**config.mk**
```make
export PLATFORM = sky130hd
export DESIGN_NAME = lift_folded_dwt
export DESIGN_NICKNAME = d
export VERILOG_FILES = /design/src/rtl/lift_pkg.sv /design/src/rtl/lift_pe.sv /design/src/rtl/lift_seq.sv /design/src/rtl/lift_opmux.sv /design/src/rtl/lift_hist.sv /design/src/rtl/lift_folded_dwt.sv
export SDC_FILE = /design/constraint.sdc
export NUM_CORES = 1
export LEC_CHECK = 0
export ABC_CLOCK_PERIOD_IN_PS = 15300
export BUFFER_PORTS_ARGS = -buffer_cell sky130_fd_sc_hd__buf_4
export CORE_UTILIZATION = 65
export DETAILED_ROUTE_END_ITERATION = 8
export GPL_TIMING_DRIVEN = 0
export PLACE_DENSITY = 0.83
export SYNTH_ARGS = -nofsm -noshare
export SYNTH_HDL_FRONTEND = slang
export SYNTH_SLANG_ARGS = --single-unit
```
**constraint.sdc**
```tcl
create_clock -name clk -period 15.3 [get_ports clk]
set_input_delay 2.295 -clock clk [delete_from_list [all_inputs] [get_ports clk]]
set_output_delay 2.295 -clock clk [all_outputs]
set_load 0.03 [all_outputs]
```
**src/rtl/lift_pkg.sv**
```systemverilog
package lift_pkg;

  localparam int COEF_W  = 16;
  localparam int COEF_FB = 14;

  // Lifting coefficients in signed Q2.14, indexed by step number.
  function automatic logic signed [COEF_W-1:0] step_coef(input bit is97, input int unsigned step);
    logic signed [COEF_W-1:0] c;
    if (is97) begin
      case (step)
        0:       c = -16'sd25987;
        1:       c = -16'sd868;
        2:       c = 16'sd14466;
        default: c = 16'sd7266;
      endcase
    end else begin
      case (step)
        0:       c = -16'sd8192;
        default: c = 16'sd4096;
      endcase
    end
    return c;
  endfunction

endpackage

```
**src/rtl/lift_pe.sv**
```systemverilog
module lift_pe
  import lift_pkg::*;
#(
  parameter int IW = 20
) (
  input  logic [IW-1:0]     anchor,
  input  logic [IW-1:0]     opa,
  input  logic [IW-1:0]     opc,
  input  logic [COEF_W-1:0] coef,
  output logic [IW-1:0]     result
);
  localparam int PW = IW + 1 + COEF_W;

  logic signed [IW:0]   pair_sum;
  logic signed [PW-1:0] prod;
  logic signed [PW-1:0] scaled;
  logic                 round_bit;

  // first adder: symmetric pair
  assign pair_sum = $signed({opa[IW-1], opa}) + $signed({opc[IW-1], opc});
  // the single multiplier
  assign prod     = pair_sum * $signed(coef);
  assign scaled   = prod >>> COEF_FB;
  assign round_bit = prod[COEF_FB-1];
  // second adder: anchor plus scaled product, rounding as carry-in
  assign result   = anchor + IW'(scaled) + IW'(round_bit);

endmodule

```
**src/rtl/lift_seq.sv**
```systemverilog
module lift_seq #(
  parameter int NSTEPS = 4,
  localparam int STW = $clog2(NSTEPS)
) (
  input  logic           clk,
  input  logic           rst,
  input  logic           in_valid,
  input  logic           out_blocked,
  output logic [STW-1:0] state,
  output logic           adv,
  output logic           in_ready,
  output logic           last_fire
);
  localparam logic [STW-1:0] LAST = STW'(NSTEPS - 1);

  always_comb begin
    if (state == '0)        adv = in_valid;
    else if (state == LAST) adv = !out_blocked;
    else                    adv = 1'b1;
  end

  assign in_ready  = (state == '0);
  assign last_fire = adv && (state == LAST);

  always_ff @(posedge clk) begin
    if (rst)             state <= '0;
    else if (last_fire)  state <= '0;
    else if (adv)        state <= state + STW'(1);
  end

  assert_mid_step_R2: assert property (@(posedge clk) disable iff (rst)
    (state != '0 && state != LAST) |=> state == $past(state) + STW'(1));

  assert_idle_wait_R2: assert property (@(posedge clk) disable iff (rst)
    (state == '0 && !in_valid) |=> state == '0);

  assert_wrap_R3: assert property (@(posedge clk) disable iff (rst)
    (state == LAST && !out_blocked) |=> state == '0);

  assert_stall_R9: assert property (@(posedge clk) disable iff (rst)
    (state == LAST && out_blocked) |=> state == LAST);

endmodule

```
**src/rtl/lift_opmux.sv**
```systemverilog
module lift_opmux
  import lift_pkg::*;
#(
  parameter bit IS_97 = 1'b1,
  parameter int IW = 20,
  localparam int NSTEPS = IS_97 ? 4 : 2,
  localparam int STW = $clog2(NSTEPS),
  localparam int HN = NSTEPS - 1
) (
  input  logic [STW-1:0]         state,
  input  logic [IW-1:0]          in_even_x,
  input  logic [IW-1:0]          odd_prev,
  input  logic [IW-1:0]          even_prev,
  input  logic [HN-1:0][IW-1:0]  hist,
  input  logic [IW-1:0]          res1,
  output logic [IW-1:0]          anchor,
  output logic [IW-1:0]          opa,
  output logic [IW-1:0]          opc,
  output logic [COEF_W-1:0]      coef
);

  assign coef = step_coef(IS_97, int'(state));

  generate
    if (IS_97) begin : g_four
      always_comb begin
        case (state)
          2'd0: begin anchor = odd_prev;  opa = even_prev; opc = in_even_x; end
          2'd1: begin anchor = even_prev; opa = hist[0];   opc = res1;      end
          2'd2: begin anchor = hist[0];   opa = hist[1];   opc = res1;      end
          default: begin anchor = hist[1]; opa = hist[2];  opc = res1;      end
        endcase
      end
    end else begin : g_two
      always_comb begin
        if (state == 1'b0) begin
          anchor = odd_prev;  opa = even_prev; opc = in_even_x;
        end else begin
          anchor = even_prev; opa = hist[0];   opc = res1;
        end
      end
    end
  endgenerate

endmodule

```
**src/rtl/lift_hist.sv**
```systemverilog
module lift_hist #(
  parameter int NSTEPS = 4,
  parameter int IW = 20,
  localparam int STW = $clog2(NSTEPS),
  localparam int HN = NSTEPS - 1
) (
  input  logic                  clk,
  input  logic                  rst,
  input  logic                  adv,
  input  logic [STW-1:0]        state,
  input  logic [IW-1:0]         in_even_x,
  input  logic [IW-1:0]         in_odd_x,
  input  logic [IW-1:0]         pe_out,
  output logic [IW-1:0]         odd_prev,
  output logic [IW-1:0]         even_prev,
  output logic [HN-1:0][IW-1:0] hist,
  output logic [IW-1:0]         res1
);
  localparam logic [STW-1:0] LAST = STW'(NSTEPS - 1);

  logic [IW-1:0] even_cur;

  // sample history and latest step result
  always_ff @(posedge clk) begin
    if (rst) begin
      odd_prev  <= '0;
      even_prev <= '0;
      even_cur  <= '0;
      res1      <= '0;
    end else if (adv) begin
      res1 <= pe_out;
      if (state == '0) begin
        odd_prev <= in_odd_x;
        even_cur <= in_even_x;
      end
      if (state == STW'(1)) even_prev <= even_cur;
    end
  end

  // last step-result history: written in the final phase from the newest result
  logic [IW-1:0] tail_q;
  always_ff @(posedge clk) begin
    if (rst)                          tail_q <= '0;
    else if (adv && state == LAST)    tail_q <= res1;
  end
  assign hist[HN-1] = tail_q;

  // earlier step-result history, written two phases after its step
  generate
    if (NSTEPS > 2) begin : g_deep
      logic [IW-1:0] res2;
      always_ff @(posedge clk) begin
        if (rst)      res2 <= '0;
        else if (adv) res2 <= res1;
      end
      for (genvar m = 0; m < NSTEPS - 2; m++) begin : g_h
        logic [IW-1:0] h_q;
        always_ff @(posedge clk) begin
          if (rst)                                h_q <= '0;
          else if (adv && state == STW'(m + 2))   h_q <= res2;
        end
        assign hist[m] = h_q;
      end
    end
  endgenerate

  assert_hold_stall_R9: assert property (@(posedge clk) disable iff (rst)
    !adv |=> ($stable(res1) && $stable(odd_prev) && $stable(even_prev) && $stable(hist)));

  assert_odd_capture_R2: assert property (@(posedge clk) disable iff (rst)
    (adv && state == '0) |=> odd_prev == $past(in_odd_x));

endmodule

```
**src/rtl/lift_folded_dwt.sv**
```systemverilog
module lift_folded_dwt
  import lift_pkg::*;
#(
  parameter bit IS_97    = 1'b1,
  parameter int SAMPLE_W = 16,
  parameter int GUARD_W  = 4
) (
  input  logic                          clk,
  input  logic                          rst,
  input  logic                          in_valid,
  output logic                          in_ready,
  input  logic [SAMPLE_W-1:0]           in_even,
  input  logic [SAMPLE_W-1:0]           in_odd,
  output logic                          out_valid,
  input  logic                          out_ready,
  output logic [SAMPLE_W+GUARD_W-1:0]   out_approx,
  output logic [SAMPLE_W+GUARD_W-1:0]   out_detail
);
  localparam int NSTEPS = IS_97 ? 4 : 2;
  localparam int STW    = $clog2(NSTEPS);
  localparam int IW     = SAMPLE_W + GUARD_W;
  localparam int HN     = NSTEPS - 1;
  localparam logic [STW-1:0] LAST = STW'(NSTEPS - 1);

  logic [STW-1:0]        state;
  logic                  adv, last_fire, out_blocked;
  logic [IW-1:0]         in_even_x, in_odd_x;
  logic [IW-1:0]         odd_prev, even_prev, res1;
  logic [HN-1:0][IW-1:0] hist;
  logic [IW-1:0]         anchor, opa, opc, pe_out;
  logic [COEF_W-1:0]     coef;

  assign in_even_x   = {{GUARD_W{in_even[SAMPLE_W-1]}}, in_even};
  assign in_odd_x    = {{GUARD_W{in_odd[SAMPLE_W-1]}}, in_odd};
  assign out_blocked = out_valid && !out_ready;

  lift_seq #(.NSTEPS(NSTEPS)) u_seq (
    .clk(clk), .rst(rst), .in_valid(in_valid), .out_blocked(out_blocked),
    .state(state), .adv(adv), .in_ready(in_ready), .last_fire(last_fire)
  );

  lift_opmux #(.IS_97(IS_97), .IW(IW)) u_mux (
    .state(state), .in_even_x(in_even_x), .odd_prev(odd_prev),
    .even_prev(even_prev), .hist(hist), .res1(res1),
    .anchor(anchor), .opa(opa), .opc(opc), .coef(coef)
  );

  lift_pe #(.IW(IW)) u_pe (
    .anchor(anchor), .opa(opa), .opc(opc), .coef(coef), .result(pe_out)
  );

  lift_hist #(.NSTEPS(NSTEPS), .IW(IW)) u_hist (
    .clk(clk), .rst(rst), .adv(adv), .state(state),
    .in_even_x(in_even_x), .in_odd_x(in_odd_x), .pe_out(pe_out),
    .odd_prev(odd_prev), .even_prev(even_prev), .hist(hist), .res1(res1)
  );

  // output slot: final update is the approximation, final predict the detail
  always_ff @(posedge clk) begin
    if (rst) begin
      out_valid  <= 1'b0;
      out_approx <= '0;
      out_detail <= '0;
    end else if (last_fire) begin
      out_valid  <= 1'b1;
      out_approx <= pe_out;
      out_detail <= res1;
    end else if (out_ready) begin
      out_valid  <= 1'b0;
    end
  end

  assert_reset_state_R1: assert property (@(posedge clk) disable iff (rst)
    $past(rst) |-> (!out_valid && in_ready));

  assert_out_hold_R9: assert property (@(posedge clk) disable iff (rst)
    (out_valid && !out_ready) |=> (out_valid && $stable(out_approx) && $stable(out_detail)));

  assert_rise_after_last_R4: assert property (@(posedge clk) disable iff (rst)
    $rose(out_valid) |-> $past(state) == LAST);

  assert_drop_R10: assert property (@(posedge clk) disable iff (rst)
    (out_valid && out_ready && !last_fire) |=> !out_valid);

endmodule

```
### Word-level counts from Yosys, hierarchy flattened

Cells that the tools add are included.

* add/subtract/negate cells: 4
* multiply operators: 1
* eq/ne operators: 3
* muxes and demuxes: 8
* reduce and logical (&&, ||, !) cells: 10

Operators with widths (number)
* $pmux W20 S3: 2
* $pmux W16 S3: 1
* $mul A21 B16 Y34: 1
* $add A20 B20 Y21: 1
* $add A20 B1 Y20: 1
* $add A20 B20 Y20: 1
* $mux W20: 1
* $eq A2 B2 Y1 const B: 2
* $mux W1: 4
* $reduce_and A2 Y1: 2
* $logic_and A1 B1 Y1: 3
* $add A2 B1 Y2 const B: 1
* $eq A2 B1 Y1 const B: 1
* $logic_not A1 Y1: 2
* $logic_not A2 Y1: 1
* $reduce_bool A2 Y1: 1
* $reduce_or A2 Y1: 1

* flip-flop bits (word level): 171
* bits of input ports: 36
* output and inout port bits: 42
* word-level logic and storage cells: 37

### Longest topological paths before layout

Gate-level depths: netlist (run 1).

* word-level depth: 7
* gate-level depth with buffers: 53
* mapped depth without buffers: 50

### Cells and area by module

From an unflattened synthesis (run 1), not the netlist that was laid out.

* cell total of the unflattened synthesis: 2415
* area, all modules: 22506.6 um^2

By module, submodules not included
* lift_pe: instances 1, cells an instance 1472, area each 12846.1 um^2, seq. area each 0.0 um^2
* lift_hist: instances 1, cells an instance 611, area each 6495.0 um^2, seq. area each 3203.1 um^2
* lift_opmux: instances 1, cells an instance 186, area each 1535.2 um^2, seq. area each 0.0 um^2
* lift_folded_dwt: instances 1, cells an instance 132, area each 1495.2 um^2, seq. area each 820.8 um^2
* lift_seq: instances 1, cells an instance 14, area each 135.1 um^2, seq. area each 40.0 um^2

### Worst setup path after synthesis (run 1)

Ideal clock, no wire load.

* path kind: in2reg
* from: input in_even[0]
* to: register u_hist.res1[19]
* library setup time: 70 ps
* arrival: 11802 ps
* required time: 15230 ps
* slack: 3427 ps
* stages on the path: 46
* path buffers: 0
* cell sequence: mux2_2 > ha_1 > fa_1 > a211o_1 > o211ai_2 > a211oi_2 > nand2b_1 > a21o_1 > a21o_1 > a21o_1 > a21o_1 > xor2_1 > and2_1 > nor2_1 > fa_1 > fa_1 > fa_1 > inv_1 > [10 not listed] > nand2_1 > and2_1 > o21ai_0 > nand2b_1 > a21oi_1 > xnor2_1 > ha_1 > o21a_1 > o21a_1 > o21ai_0 > o211a_1 > a41o_1 > o21ai_2 > a31oi_2 > xor2_1 > xnor2_1 > nand2_1 > a21oi_1

* cells in the longest elaborated chain, start to end: 5

RTL lines
* start: declaration: line lift_folded_dwt.sv:12 `input logic [SAMPLE_W-1:0] in_even,`
* $mux W20 *: line lift_opmux.sv:27 `case (state)`
* $add A20 B20 Y21 *: line lift_pe.sv:20 `assign pair_sum = $signed({opa[IW-1], opa}) + $signed({opc[IW-1], opc});`
* $mul A21 B16 Y34 *: line lift_pe.sv:22 `assign prod = pair_sum * $signed(coef);`
* $add A20 B20 Y20: line lift_pe.sv:26 `assign result = anchor + IW'(scaled) + IW'(round_bit);`
* $add A20 B1 Y20 *: line lift_pe.sv:26
* end signal: assignment: line lift_hist.sv:31 `res1 <= pe_out;`
* end: declaration: line lift_hist.sv:17 `output logic [IW-1:0] res1`

Every way passes the cells marked *; elsewhere a longest branch is shown, timed or not.
A chain may end at the register's enable or synchronous reset.

### Final worst setup path (run 1)

* from: register u_seq.state[1]
* to: register u_hist.res1[19]

* cells in the longest elaborated chain, start to end: 6
* elaborated cells on any way between the ends: 14

RTL lines
* start: declaration: line lift_seq.sv:9 `output logic [STW-1:0] state,`
* start signal: assignment: line lift_seq.sv:28 `else if (adv) state <= state + STW'(1);`
* $eq A2 B2 Y1, or another cell as far along: line lift_pkg.sv:10, lift_opmux.sv:27
* $pmux W20 S3 or $mux W20 (tied branches): line lift_opmux.sv:27
* $add A20 B20 Y21: line lift_pe.sv:20
* $mul A21 B16 Y34: line lift_pe.sv:22
* $add A20 B20 Y20: line lift_pe.sv:26
* $add A20 B1 Y20: line lift_pe.sv:26

Several ways; a longest one is shown, not always the timed one.

==> metrics.txt, run 1 <==
vias=15720; H-tree depth=4; postcts setup bufs=0; status=completed; maximum clock insertion buffer count=2; min Tclk post-route=13580 ps; DR iter-0 viols=1762; critical path type=register to register; crit path DAT=13950 ps; final hold viol count=0; die width=173.7 µm; Core ar.=28860 µm²; YS warnings=0; gr usage total=0.3869; Initial Utilization=0.6641; CP max stage delay=590 ps; Residual DRC=0; CP Capture Type=register; worst relative slew slack=0.2765; Die Area=30170 µm²; gp weighted congestion=0.9897; first drt pass iteration count=7; Port Buffers=76; clk_lat worst skew=450 ps; first-pass GRT wire length=88290 µm; Num CTS Buffers=17; WP data required=15670 ps; total inserted antenna cells=0; GRT overflow=0; setup violators final=0; aggregate routed wire length=55820 µm; Final ANT Viol Nets=0; largest net degree at the start of global routing=19; I/O Pins=78; #FFs+latches synth=171; post-synthesis sequential area ratio=0.1786; initial antenna violation count=0; drt via density=5.879; Final Cycle Share=0.8878; cts hold-fix bufs=0; asr flop ratio synth=0; syn_area_per_cell=8.782 µm²; synth-to-layout area growth=8.599%; Setup Skew=7.764 ps; Slew Limit Fails=0; Root Buffer=clkbuf_16; ys flop type=dfxtp_1; Worst Path Max Fanout=10; CTS Sinks=171; Clk pin slew, worst setup/hold paths=70 ps; vias in the first global route=16120; Post-synth EDFFs=0; Hold Crit Class=register to register; WL per Instance=20.87 µm; post-synthesis instance area=19160 µm²; Cells after Synth=2182; Max Freq=0.07362 GHz; Worst Max-Slew Pin Slew=1078 ps; TNS Setup=0 ps; crit path launch type=register; syn_nets=2652; Max-Cap Viols=0; Nets=2747; HPWL Detailed=46680 µm; Die Span Y=173.7 µm; layout cell share with drive strength beyond 1=0.07729; Yosys cell types=71; slowest CP cell=xor2_1; TritonCTS clock tree=built; Core Rows=62; # resized after CTS=0; RSZ-0062 raised after global routing=no; CP most frequent cell=fa_1
==> path summary, 6_finish.rpt <==
check / startpoint / end / slack [ps] / cells after the start
setup / recovery: u_seq.state[1]$_SDFFE_PP0N_ / u_hist.res1[19]$_SDFFE_PP0N_ / 1720 / 50
hold / removal: u_hist.even_cur[2]$_SDFFE_PP0P_ / u_hist.even_cur[2]$_SDFFE_PP0P_ / 460 / 2
setup reg to reg: u_seq.state[1]$_SDFFE_PP0N_ / u_hist.res1[19]$_SDFFE_PP0N_ / 1720 / 50
hold reg to reg: u_hist.even_cur[2]$_SDFFE_PP0P_ / u_hist.even_cur[2]$_SDFFE_PP0P_ / 460 / 2
==> metrics by stage <==
step,hold slack [ps],cell area [µm²],instances,setup slack (ps),util
after floorplan,436.0,19160,2182,3427,-
after global placement,442.0,20210,2642,2071,0.7005
after detailed placement,447.8,20210,2642,1893,0.7005
after CTS,457.5,20810,2674,2052,0.7212
after global routing,477.9,20810,2674,1385,0.7212
final,458.3,20810,2674,1717,0.7212
==> routing by layer <==
layer  routed length [µm]  up-vias  GRT usage  share of wire
met5                    0        -          0              0
met1                21940     7657     0.5170           0.39
met2                24970      873     0.5982           0.45
met4                 2435        0     0.1667          0.044
met3                 6470      164    0.09912           0.12
li1                     -     7027          -              -
==> placed cells by master (no fill, tap or decap), types with 7 or more instances in the layout <==
cell type  instances
o21bai_1           7
buf_4             97
nand2_1          335
buf_1              7
mux2_2            21
ha_1             151
nor3_1            10
a211oi_1           9
o21ai_0           28
and2_1            57
clkbuf_1          77
mux2i_1           69
a222oi_1          30
nand2b_1          25
clkbuf_16         17
xor2_1            21
inv_1            414
nor2b_1           11
xnor2_1           50
fa_1             283
a21o_1            24
nor2_1            99
o21a_1            12
dfxtp_1          171
a21oi_1          169
==> cells by family (layout without fill, tap and decap cells) <==
| family | Yosys count | after routing | share of synthesized area |
|---|---|---|---|
| and+or+nand+nor | 566 | 566 | 0.1287 |
| buffers and inverters | 521 | 629 | 0.1063 |
| adders and majority gates | 434 | 434 | 0.3942 |
| AOI/OAI and AO/OA | 327 | 327 | 0.1096 |
| DFF | 171 | 171 | 0.1786 |
| muxes | 90 | 90 | 0.04838 |
| xor gates and xnor gates | 73 | 73 | 0.03415 |
==> registers in the layout (all words and copies together) (netlist names) <==
register               count
u_hist.g_deep.g_h.h_q     40
out_approx                20
u_hist.g_deep.res2        20
u_hist.res1               20
u_hist.tail_q             20
u_hist.even_cur           16
u_hist.even_prev          16
u_hist.odd_prev           16
u_seq.state                2
out_valid                  1
==> cell type report <==
cell class | count | area, µm²
multi-input cells | 1490 | 13700
fillers | 2213 | 8046
flip-flops and latches | 171 | 3423
inverters | 414 | 1554
repair buffers | 76 | 570.5
plain buffers | 107 | 483.0
well taps | 384 | 480.5
clock buffers | 17 | 425.4
clock inverters | 15 | 171.4
==> synthesized netlist by cell type (all sizes together), types with 2 or more instances <==
library cell	n	area [µm²]
nand3b	3	22.52
xor2	22	200.2
a22oi	5	37.54
nor2	100	382.9
a211o	2	17.52
mux2	21	236.5
a21oi	171	863.3
a31oi	6	43.79
nand2b	25	156.4
nand2	336	1264
o22ai	2	12.51
mux2i	69	690.7
ha	151	1889
clkbuf	77	289.0
nand3	4	20.02
inv	414	1554
o31ai	3	27.52
or2	5	31.28
xnor2	51	454.2
a222oi	30	300.3
buf	30	193.9
and4	2	17.52
nor3	10	50.05
o211ai	3	32.53
o31a	2	17.52
o2111ai	2	17.52
or3	5	31.28
a21o	24	180.2
a211oi	11	100.1
fa	283	5665
and2	57	356.6
o21ai	35	182.7
o21bai	8	63.81
nor2b	11	68.82
dfxtp	171	3423
o21a	12	90.09
==> worst max-delay path: cells and delay by family, from the launching register on <==
kind | cells | cell delay (ps)
AND/OR/NAND/NOR | 8 | 1410
adder cells (fa/ha/maj) | 11 | 4860
flip-flops | 1 | 410
multiplexers | 1 | 180
buffers and inverters | 6 | 1320
XOR/XNOR | 4 | 1150
AO/OA/AOI/OAI | 20 | 4130
Power of run 1 is not shown: default switching activity piles up to over one toggle a cycle in this logic, so the estimate is an artifact.
==> inputs of run 2 (changes only) <==
--- a/config.mk
+++ b/config.mk
@@ -5,11 +5,12 @@
 export SDC_FILE = /design/constraint.sdc
 export NUM_CORES = 1
 export LEC_CHECK = 0
+export ABC_AREA = 1
 export ABC_CLOCK_PERIOD_IN_PS = 15300
 export BUFFER_PORTS_ARGS = -buffer_cell sky130_fd_sc_hd__buf_4
 export CORE_UTILIZATION = 65
 export DETAILED_ROUTE_END_ITERATION = 8
-export GPL_TIMING_DRIVEN = 0
+export GPL_TIMING_DRIVEN = 1
 export PLACE_DENSITY = 0.83
 export SYNTH_ARGS = -nofsm -noshare
 export SYNTH_HDL_FRONTEND = slang
==> metrics.txt, run 2 <==
register-to-register setup slack=3240 ps (+1520 ps); CP Capture Type=register; Die Area=31020 µm² (+2.8%); WP data required=15610 ps (-60 ps); gr usage total=0.3766 (-0.01032); Post-synth EDFFs=0 (unchanged); Die Span Y=176.1 µm (+1.4%); CTS Sinks=171 (unchanged); CP top delay family=adder cells; die width=176.1 µm (+1.4%); min Tclk post-route=12060 ps (-1523 ps); status=completed; TritonCTS clock tree=built; R2R depth=49 (-2.0%); first-pass GRT wire length=90180 µm (+2.1%); crit path DAT=12380 ps (-1570 ps); most common cell after layout, fill and taps aside=inv_1; Worst Path Max Fanout=54 (+44); vias=17180 (+9.3%); syn_area_per_cell=7.798 µm² (-11%); final hold viol count=0 (unchanged); YS warnings=0 (unchanged); # resized after CTS=0 (unchanged); main combinational cell family by area after synthesis=adder cells; Yosys top cell by area=fa_1; vias in the first global route=17000 (+5.4%); TNS Setup=0 ps (unchanged); gp weighted congestion=0.9838 (-0.60%); Clk pin slew, worst setup/hold paths=80 ps (about the same); Largest Register=u_hist.g_deep.g_h.h_q; Cells after Synth=2527 (+16%); share of the synthesized area in the top cell type=0.2875 (-0.008146); postcts setup bufs=0 (unchanged); crit path launch type=register; post-synthesis sequential area ratio=0.1737 (-0.004922); Adder-Cell Fraction of Synth Area=0.3834 (-0.01086); HPWL Detailed=44670 µm (-4.3%); Worst Max-Slew Pin Slew=1116 ps (+38.07 ps); maximum clock insertion buffer count=2 (unchanged); setup violators final=0 (unchanged); #FFs+latches synth=171 (unchanged); Max-Cap Viols=0 (unchanged); asr flop ratio synth=0 (unchanged); crit path from=u_seq.state[0]$_SDFFE_PP0N_; post-synthesis simple-gate area fraction=0.1643 (+0.03557); Slew Limit Fails=0 (unchanged); largest net degree at the start of global routing=126 (+107); Setup Skew=13.92 ps (+6.159 ps); Hold Crit Class=register to register; Residual DRC=0 (unchanged); mux contribution to synthesized area=0 (-0.04838); CP bufs+invs=13 (+7); count leader, synth=inv_1; Yosys cell types=49 (-31%); Core Rows=63 (+1.6%); H-tree depth=4 (unchanged); cts hold-fix bufs=0 (unchanged); largest cells by area after synthesis=fa_1, dfxtp_1, inv_1; Num CTS Buffers=17 (unchanged); number of flip-flops in the largest register=40 (unchanged); synth-to-layout area growth=6.521%; compound-cell area share of the yosys netlist=0.1270 (+0.01736); drt via density=5.854 (-0.43%); final worst slack=3239 ps (+1523 ps); ys flop type=dfxtp_1; Max Freq=0.08292 GHz (+13%); R2R Path Start=u_seq.state[0]$_SDFFE_PP0N_; Final ANT Viol Nets=0 (unchanged); Nets=3002 (+9.3%); clk_lat worst skew=440 ps (about the same); post-synthesis instance area=19710 µm² (+2.8%); worst relative slew slack=0.2563 (-0.02022); layout cell share with drive strength beyond 1=0.07898 (+0.001686); first drt pass iteration count=6 (-1); aggregate routed wire length=55850 µm (about the same); Synth top cells by count=inv_1, nand2_1, fa_1; RSZ-0062 raised after global routing=no; Setup WS pre-CTS=3367 ps (+1475 ps); critical path type=register to register; initial antenna violation count=0 (unchanged); GRT overflow=0 (unchanged); Critical Path End=u_hist.res1[17]$_SDFFE_PP0N_; CP max stage delay=570 ps (-20 ps); WL per Instance=19.03 µm (-8.8%); slowest CP cell=inv_1; I/O Pins=78 (unchanged); DR iter-0 viols=2065 (+17%); syn_nets=2997 (+13%); Port Buffers=77 (+1.3%); Synth Area in XOR/XNOR=0.02705 (-0.007100); Critical Path Stages=49 (-2.0%); R2R Path End=u_hist.res1[17]$_SDFFE_PP0N_; total inserted antenna cells=0 (unchanged); Core ar.=29720 µm² (+3.0%); Final Cycle Share=0.7883 (-0.09952); CP most frequent cell=inv_1; Initial Utilization=0.6631 (-0.0009352); most frequent cells in the layout=inv_1, nand2_1, fa_1, nor2_1, a21oi_1; Root Buffer=clkbuf_16
[run 2: cell count changes in the layout (fill, tap and decap cells not counted), moves of 30 or more]
cell      delta
clkbuf_1    -76
mux2i_1     -69
nor2_1     +166
and2_1      -57
nand2_1     +77
o21ai_0    +126
a222oi_1    -30
inv_1       +89
[run 2: layout make-up]
type,count,area (µm²)
Clock buffer,20,456.7
Clock inverter,12,135.1
Fill cell,2389,8726
Inverter,523,1963
Multi-Input combinational cell,1727,13830
Sequential cell,171,3423
Tap cell,390,488.0
Timing Repair Buffer,92,690.7
[run 2: worst min-delay path by stage]
stage                                           from                               end  cells after the start
detailed placement       out_approx[14]$_SDFFE_PP0P_       out_approx[14]$_SDFFE_PP0P_                      1
floorplan           u_hist.even_cur[12]$_SDFFE_PP0P_  u_hist.even_cur[12]$_SDFFE_PP0P_                      2
CTS                 u_hist.even_cur[13]$_SDFFE_PP0P_  u_hist.even_cur[13]$_SDFFE_PP0P_                      2
global route             out_approx[14]$_SDFFE_PP0P_       out_approx[14]$_SDFFE_PP0P_                      1
finish              u_hist.even_cur[13]$_SDFFE_PP0P_  u_hist.even_cur[13]$_SDFFE_PP0P_                      2
global placement         out_approx[14]$_SDFFE_PP0P_       out_approx[14]$_SDFFE_PP0P_                      1
[run 2: routing by layer]
| metal | track usage | part of all wire | wire length [µm] | vias to the layer above |
|---|---|---|---|---|
| met5 | 0 | 0 | 0 | - |
| met4 | 0.1355 | 0.038 | 2143 | 0 |
| met3 | 0.06977 | 0.10 | 5675 | 158 |
| met2 | 0.6019 | 0.46 | 25810 | 937 |
| met1 | 0.5122 | 0.40 | 22220 | 8271 |
| li1 | - | - | - | 7815 |
[run 2: through the flow]
stage / utilization / std cells / instance area (µm²) / hold slack (ps)
2_1_floorplan: - / 2527 / 19710 / 429.7
3_3_place_gp: 0.6865 / 2903 / 20400 / 439.3
3_5_place_dp: 0.6865 / 2903 / 20400 / 449.2
4_1_cts: 0.7064 / 2935 / 20990 / 464.3
5_1_grt: 0.7064 / 2935 / 20990 / 480.5
6_report: 0.7064 / 2935 / 20990 / 465.1
[run 2: tightest hold or removal path, cell delays in order (launching register included)]
cell     delay, ps
dfxtp_1        300
inv_1           60
a21oi_1         60
[run 2: cells by family (layout without fill, tap and decap cells)]
family | after synthesis | count (layout)
XOR/XNOR | 60 | 60
AND/OR/NAND/NOR | 786 | 786
buffers and inverters | 629 | 647
adder cells (fa/ha/maj) | 434 | 434
flip-flops | 171 | 171
AO/OA/AOI/OAI | 447 | 447
Power of run 2 is left out for the same reason.
